## src/rtl/sqw_pkg.sv

```systemverilog
package sqw_pkg;
  typedef enum logic [1:0] {
    SRC_IMM  = 2'd0,
    SRC_BSW  = 2'd1,
    SRC_TTAG = 2'd2,
    SRC_IND  = 2'd3
  } sqw_src_e;

  typedef enum logic {
    ST_IDLE = 1'b0,
    ST_WBACK = 1'b1
  } sqw_state_e;
endpackage

```

## src/rtl/sqw_value_sel.sv

```systemverilog
module sqw_value_sel #(
  parameter int DATA_W = 16
) (
  input  logic [1:0]        src,
  input  logic [DATA_W-1:0] imm,
  input  logic [DATA_W-1:0] bsw,
  input  logic [DATA_W-1:0] ttag,
  output logic [DATA_W-1:0] value
);
  import sqw_pkg::*;

  always_comb begin
    unique case (sqw_src_e'(src))
      SRC_BSW:  value = bsw;
      SRC_TTAG: value = ttag;
      default:  value = imm;
    endcase
  end
endmodule

```

## src/rtl/sqw_ptr.sv

```systemverilog
module sqw_ptr #(
  parameter int              ADDR_W    = 16,
  parameter int              SLOT_W    = 6,
  parameter logic [ADDR_W-1:0] RESET_PTR = 16'h00C0
) (
  input  logic              clk,
  input  logic              rst_n,
  input  logic              advance,
  input  logic              host_wr,
  input  logic [ADDR_W-1:0] host_data,
  output logic [ADDR_W-1:0] ptr,
  output logic              wrap
);
  localparam logic [SLOT_W-1:0] LAST_SLOT = '1;
  localparam logic [SLOT_W-1:0] ONE_SLOT  = {{(SLOT_W-1){1'b0}}, 1'b1};

  logic [SLOT_W-1:0] slot_nxt;

  assign slot_nxt = ptr[SLOT_W-1:0] + ONE_SLOT;
  assign wrap     = advance && !host_wr && (ptr[SLOT_W-1:0] == LAST_SLOT);

  always_ff @(posedge clk) begin
    if (!rst_n)
      ptr <= RESET_PTR;
    else if (host_wr)
      ptr <= host_data;
    else if (advance)
      ptr <= {ptr[ADDR_W-1:SLOT_W], slot_nxt};
  end
endmodule

```

## src/rtl/sqw_ctrl.sv

```systemverilog
module sqw_ctrl #(
  parameter int ADDR_W = 16,
  parameter int DATA_W = 16
) (
  input  logic              clk,
  input  logic              rst_n,
  input  logic              push_valid,
  input  logic [1:0]        push_src,
  input  logic [DATA_W-1:0] push_data,
  input  logic [DATA_W-1:0] direct_value,
  input  logic [ADDR_W-1:0] ptr,
  input  logic [DATA_W-1:0] mem_rdata,
  output logic              push_ready,
  output logic              advance,
  output logic              mem_en,
  output logic              mem_we,
  output logic [ADDR_W-1:0] mem_addr,
  output logic [DATA_W-1:0] mem_wdata
);
  import sqw_pkg::*;

  sqw_state_e state, state_nxt;
  logic       accept;
  logic       is_ind;

  assign push_ready = (state == ST_IDLE);
  assign accept     = push_valid && push_ready;
  assign is_ind     = (sqw_src_e'(push_src) == SRC_IND);

  always_comb begin
    state_nxt = state;
    advance   = 1'b0;
    mem_en    = 1'b0;
    mem_we    = 1'b0;
    mem_addr  = ptr;
    mem_wdata = direct_value;
    if (state == ST_WBACK) begin
      mem_en    = 1'b1;
      mem_we    = 1'b1;
      mem_wdata = mem_rdata;
      advance   = 1'b1;
      state_nxt = ST_IDLE;
    end else if (accept) begin
      mem_en = 1'b1;
      if (is_ind) begin
        mem_addr  = push_data[ADDR_W-1:0];
        state_nxt = ST_WBACK;
      end else begin
        mem_we  = 1'b1;
        advance = 1'b1;
      end
    end
  end

  always_ff @(posedge clk) begin
    if (!rst_n) state <= ST_IDLE;
    else        state <= state_nxt;
  end
endmodule

```

## src/rtl/sqw_queue_writer.sv

```systemverilog
module sqw_queue_writer #(
  parameter int                ADDR_W    = 16,
  parameter int                DATA_W    = 16,
  parameter int                SLOT_W    = 6,
  parameter logic [ADDR_W-1:0] RESET_PTR = 16'h00C0
) (
  input  logic              clk,
  input  logic              rst_n,
  input  logic              push_valid,
  output logic              push_ready,
  input  logic [1:0]        push_src,
  input  logic [DATA_W-1:0] push_data,
  input  logic [DATA_W-1:0] bsw_in,
  input  logic [DATA_W-1:0] ttag_in,
  input  logic              ptr_wr_en,
  input  logic [ADDR_W-1:0] ptr_wr_data,
  output logic [ADDR_W-1:0] q_ptr,
  input  logic              wrap_irq_en,
  output logic              wrap_irq,
  output logic              mem_en,
  output logic              mem_we,
  output logic [ADDR_W-1:0] mem_addr,
  output logic [DATA_W-1:0] mem_wdata,
  input  logic [DATA_W-1:0] mem_rdata
);
  logic [DATA_W-1:0] direct_value;
  logic              advance;
  logic              wrap;

  sqw_value_sel #(.DATA_W(DATA_W)) u_sel (
    .src   (push_src),
    .imm   (push_data),
    .bsw   (bsw_in),
    .ttag  (ttag_in),
    .value (direct_value)
  );

  sqw_ctrl #(.ADDR_W(ADDR_W), .DATA_W(DATA_W)) u_ctrl (
    .clk          (clk),
    .rst_n        (rst_n),
    .push_valid   (push_valid),
    .push_src     (push_src),
    .push_data    (push_data),
    .direct_value (direct_value),
    .ptr          (q_ptr),
    .mem_rdata    (mem_rdata),
    .push_ready   (push_ready),
    .advance      (advance),
    .mem_en       (mem_en),
    .mem_we       (mem_we),
    .mem_addr     (mem_addr),
    .mem_wdata    (mem_wdata)
  );

  sqw_ptr #(.ADDR_W(ADDR_W), .SLOT_W(SLOT_W), .RESET_PTR(RESET_PTR)) u_ptr (
    .clk       (clk),
    .rst_n     (rst_n),
    .advance   (advance),
    .host_wr   (ptr_wr_en),
    .host_data (ptr_wr_data),
    .ptr       (q_ptr),
    .wrap      (wrap)
  );

  always_ff @(posedge clk) begin
    if (!rst_n) wrap_irq <= 1'b0;
    else        wrap_irq <= wrap && wrap_irq_en;
  end
endmodule

```

## config.mk

```make
export PLATFORM = sky130hd
export DESIGN_NAME = sqw_queue_writer
export DESIGN_NICKNAME = d
export VERILOG_FILES = /design/src/rtl/sqw_pkg.sv /design/src/rtl/sqw_value_sel.sv /design/src/rtl/sqw_ptr.sv /design/src/rtl/sqw_ctrl.sv /design/src/rtl/sqw_queue_writer.sv
export SDC_FILE = /design/constraint.sdc
export NUM_CORES = 1
export LEC_CHECK = 0
export BUFFER_PORTS_ARGS = -buffer_cell sky130_fd_sc_hd__buf_4
export CAP_MARGIN = 30
export CORE_UTILIZATION = 40
export CTS_BUF_LIST = sky130_fd_sc_hd__clkbuf_4 sky130_fd_sc_hd__clkbuf_8
export CTS_CLUSTER_SIZE = 20
export DETAILED_ROUTE_END_ITERATION = 6
export HOLD_SLACK_MARGIN = 0.12
export PLACE_DENSITY = 0.85
export SETUP_SLACK_MARGIN = 0.3
export SKIP_CTS_REPAIR_TIMING = 1
export SYNTH_ARGS = -nofsm -noshare
export SYNTH_HDL_FRONTEND = slang
export SYNTH_SLANG_ARGS = --single-unit
```

## constraint.sdc

```tcl
create_clock -name clk -period 2.54 [get_ports clk]
set_clock_uncertainty 0.05 [all_clocks]
set_input_delay 0.508 -clock clk [delete_from_list [all_inputs] [get_ports clk]]
set_output_delay 0.508 -clock clk [all_outputs]
set_load 0.05 [all_outputs]
```

# ---- Word-level counts from Yosys, hierarchy flattened
# Index checks and enable logic that the tools add are counted.
dict set report classes {
  add_sub_neg 1
  multipliers 0
  div_mod_pow 0
  order_cmp 0
  n_eq_ne 4
  shift 0
  n_mux 13
  n_bitwise 3
  reduce_logical 7
}
# op n
set ops {}
lappend ops {{16-bit two-way mux} 5}
lappend ops {{16-bit one-hot mux with 2 select lines} 1}
lappend ops {{6-bit by 1-bit adder with 6-bit output (second input constant)} 1}
lappend ops {{6-bit equality test (second input constant)} 1}
lappend ops {{1-bit two-way mux} 6}
lappend ops {{6-bit two-way mux} 1}
lappend ops {{2-bit equality test (second input constant)} 2}
lappend ops {{1-bit logical AND} 4}
lappend ops {{1-bit NOT} 3}
lappend ops {{3-bit OR reduction} 1}
lappend ops {{2-bit by 1-bit equality test with 1-bit output (second input constant)} 1}
lappend ops {{2-bit nonzero test} 1}
lappend ops {{1-bit zero test} 1}
dict set report totals {
  reg_bits 18
  latchBits 0
  ram_bits 0
  mem_bits_ro 0
  out_inout_bits 52
  elab_cells 32
  memories 0
}

# ---- Longest topological paths before layout
dict set report depth {
  depth_word 7
  depth_mapped 8
}

# ---- Hierarchy
# A second synthesis with hierarchy kept.
dict set report hier_totals {
  hier_cells 175
  area_unflattened_um2 1639.1
}
# mod instances cells_each area_each_um2 seq_area_each_um2
set by_module_without_submodules {}
lappend by_module_without_submodules {sqw_ptr 1 70 695.7 320.3}
lappend by_module_without_submodules {sqw_ctrl 1 44 498.0 20.0}
lappend by_module_without_submodules {sqw_value_sel 1 59 419.2 0.0}
lappend by_module_without_submodules {sqw_queue_writer 1 2 26.3 20.0}

# ---- Worst setup path before layout
# No wires, ideal clock.
dict set report synth_path {
  kind {input-to-output}
  from {input push_src[0]}
  to {output mem_wdata[0]}
  arrival_ns 2.324
  required_ns 1.982
  setup_slack_ns -0.342
  stages 5
  path_buffers 1
  path_cell_list {inv_1 ha_1 clkbuf_1 a21oi_1 o21ai_0}
}
dict set report synth_via {
  elab_chain_len 3
  elab_cells_between_ends 4
  cone_classes {2 x eq/ne; 2 x mux}
}
# item line
set synth_rtl {}
lappend synth_rtl {{start, declared} sqw_queue_writer.sv:11} ;# input logic [1:0] push_src,
lappend synth_rtl {{2-bit equality test / 2-bit by 1-bit equality test with 1-bit output (equally long branches)} sqw_value_sel.sv:13} ;# unique case (sqw_src_e'(src))
lappend synth_rtl {{16-bit one-hot mux with 2 select lines (*)} sqw_value_sel.sv:13}
lappend synth_rtl {{16-bit two-way mux (*)} sqw_ctrl.sv:37} ;# if (state == ST_WBACK) begin
lappend synth_rtl {{end, declared} sqw_queue_writer.sv:23} ;# output logic [DATA_W-1:0] mem_wdata,
# Every way passes the cells marked *; elsewhere a longest branch is shown, timed or not.

# ---- Worst setup path after layout
dict set report layout_path {
  from {input push_src[0]}
  to {output mem_wdata[5]}
}
# The elaborated chain is that of the path after synthesis.

==> results.md <==
* Slew HR at 81.1%
* Tightest Hold Check Type: primary input to flip-flop
* Worst skew pair latency at 290 ps
* Routed len/inst at 15.0 um
* Critical path type: primary input to output pin
* Worst r2r src: u_ptr.ptr[0]$_SDFFE_PN0P_
* Startpoint types: primary input
* CP max stage delay at 270 ps
* H-tree depth at 1
* Core Box Area at 3390 um^2
* Grt total ovfl at 0
* Met2 Use GR at 45.0%
* Crit. End Element: output pin
* Crit-path leading delay family: buffers and inverters
* Mapped Cells at 190
* Achievable clock frequency at 0.447 GHz
* Syn Nets at 281
* Busiest grt layer: met2
* Overall die width at 62.1 um
* Worst path cell trace: buf_4 -> inv_1 -> ha_4 -> buf_12 -> nor2_1 -> a21oi_1 -> o21ai_4 -> buf_4
* HP Start: ptr_wr_data[7]
* DR vias at 1919
* Critical Path AT at 1680 ps
* # IOs at 139
* Post-Route WL at 5.52 mm
* Worst-path clk slew at 100 ps
* Crit-path most repeated cell: buf_4
* Buffers added on ports at 138
* GRT Util Overall at 26.5%
* Syn. warnings at 0
* Die Span Y at 62.1 um
* Tmin final at 2230 ps
* Post-Syn Area per Cell at 7.59 um^2
* CTS tree: done
* CP startpoint: push_src[0]
* Post-DP HPWL at 4.40 mm
* Area growth from synthesis to layout at 92.6%
* Final setup vio count at 0
* DRC at 0
* Crit path required time at 1980 ps
* Largest net degree at the start of global routing at 33
* Clk buf depth at 2
* Final period util at 88.0%
* Dpl ws at 108 ps
* Layout Nets at 413
* Power Dens Cells at 432 nW/um^2
* Leak pwr at 0.00131 uW
* Cell Count, Final, Fillers Out at 367
* Diode count at 0
* Placement row count at 21
* Hold Violations, Final at 0
* Flops & latches, synth at 18
* Mapped cell area at 1440 um^2
* Total power at 1200 uW
* 1st-iter DRT viols at 167
* Max-slew violations at 0
* Hold WS at 370 ps
* MaxCap Viol Count at 0
* First drt pass iteration count at 4
* Final RePlAce weighted congestion at 0.753
* Final antenna-violating net count at 0
* Least-Margin Pin Slew at 282 ps
* Most frequent cells in the layout: 138 x buf_4, 26 x nor2_1, 20 x nand2_1, 18 x a21oi_1, 17 x dfxtp_1
* Layout cells sized above 1 at 58.6%
* Unrepaired setup endpoints after global routing: true
* Fin worst setup slack at 305 ps
* Global-route wire length before repair at 7.60 mm
* Fillers at 239
* Vias/cell at 5.23
* Initial Util at 42.6%
* Initial antenna violation count at 0
* Buf/Inv on CP at 4
* Root Driver: clkbuf_4
* Area of the die at 3850 um^2
* Met3 usage at 3.31%
* CTS buffer count at 3
* Count of different cell masters after synthesis at 27
* Final setup TNS at 0 ps
* Slowest CP cell: ha_4
* Vias in the first global route at 1586
* Clk sinks at 18
* VDD IR max at 0.396 mV
* Met1 Use GR at 35.8%
* Most common cell after layout, fill and taps aside: buf_4
* Seq/Total Area, Yosys at 25.0%
* Status: finished clean
* FF/Latch Area at 364 um^2
* Placed Cells at 361
* Total area of multi-input combinational cells at 1210 um^2
* Max FO, Critical Path at 32
-- per-layer routing --
layer	up-vias	part of all wire (%)
met1	887	40
met5	-	0
li1	937	-
met3	8	6.9
met2	87	52
met4	0	1.3
-- path summary, 6_finish.rpt --
check                              endpoint  slack (ps)  depth (start not counted)
hold reg to reg         wrap_irq$_SDFF_PN0_         460                          2
setup / recovery               mem_wdata[5]         310                          8
hold / removal    u_ptr.ptr[7]$_SDFFE_PN1P_         370                          3
setup reg to reg  u_ptr.ptr[5]$_SDFFE_PN0P_        1260                          4
-- final cells by class --
class | count | share of cell area (%)
clock buffers | 4 | 1.31
repair buffers | 141 | 39.1
well taps | 46 | 2.07
flip-flops and latches | 18 | 13.1
inverters | 6 | 0.810
multi-input cells | 152 | 43.6
-- logic make-up (layout without fill, tap and decap cells) --
logic type               count (synthesis)  in the layout  synth area share (%)
XOR/XNOR                                 5              5                  3.04
multiplexers                            27             27                  20.1
adder cells (fa/ha/maj)                  4              4                  3.47
buffers and inverters                   21            151                  6.68
AND/OR/NAND/NOR                         52             53                  15.8
flip-flops                              18             18                  25.0
AO/OA/AOI/OAI                           63             63                  25.9
-- registers in the layout, indices dropped and copies added (netlist names) --
name	count
u_ptr.ptr	16
wrap_irq	1
u_ctrl.state	1
-- stage by stage --
step           util (%)  instance area, um^2
2_1_floorplan         -                 1620
3_3_place_gp       79.2                 2680
3_5_place_dp       79.2                 2680
4_1_cts            80.3                 2720
5_1_grt            82.0                 2780
6_report           82.0                 2780
-- synthesized netlist by cell type (all sizes together) --
master | instances | area (um^2)
nor2 | 26 | 97.6
o31ai | 1 | 7.51
nor2b | 1 | 13.8
mux2 | 16 | 180
o2111ai | 3 | 26.3
mux2i | 11 | 110
ha | 4 | 50.1
inv | 5 | 18.8
buf | 7 | 41.3
o21ba | 1 | 10.0
clkbuf | 8 | 32.5
or2 | 1 | 6.26
xor2 | 4 | 35.0
xnor2 | 1 | 8.76
a22oi | 16 | 120
and3 | 1 | 6.26
clkinv | 1 | 3.75
o21ai | 22 | 110
nor4 | 1 | 6.26
dfxtp | 18 | 360
nand2 | 20 | 75.1
nand3 | 2 | 22.5
a21oi | 20 | 100
-- report_power, final --
group,switching [uW],internal (uW)
Combinational,423,280
Clock,88.9,87.4
Sequential,21.1,299
Total,533,666
-- worst reg2reg max path, delay by kind of cell (launching register included) --
kind	cells	cell delay, ps
XOR/XNOR	1	160
flip-flops	1	450
AND/OR/NAND/NOR	1	190
AO/OA/AOI/OAI	2	340
No activity file was read; power rests on OpenSTA's default activity.
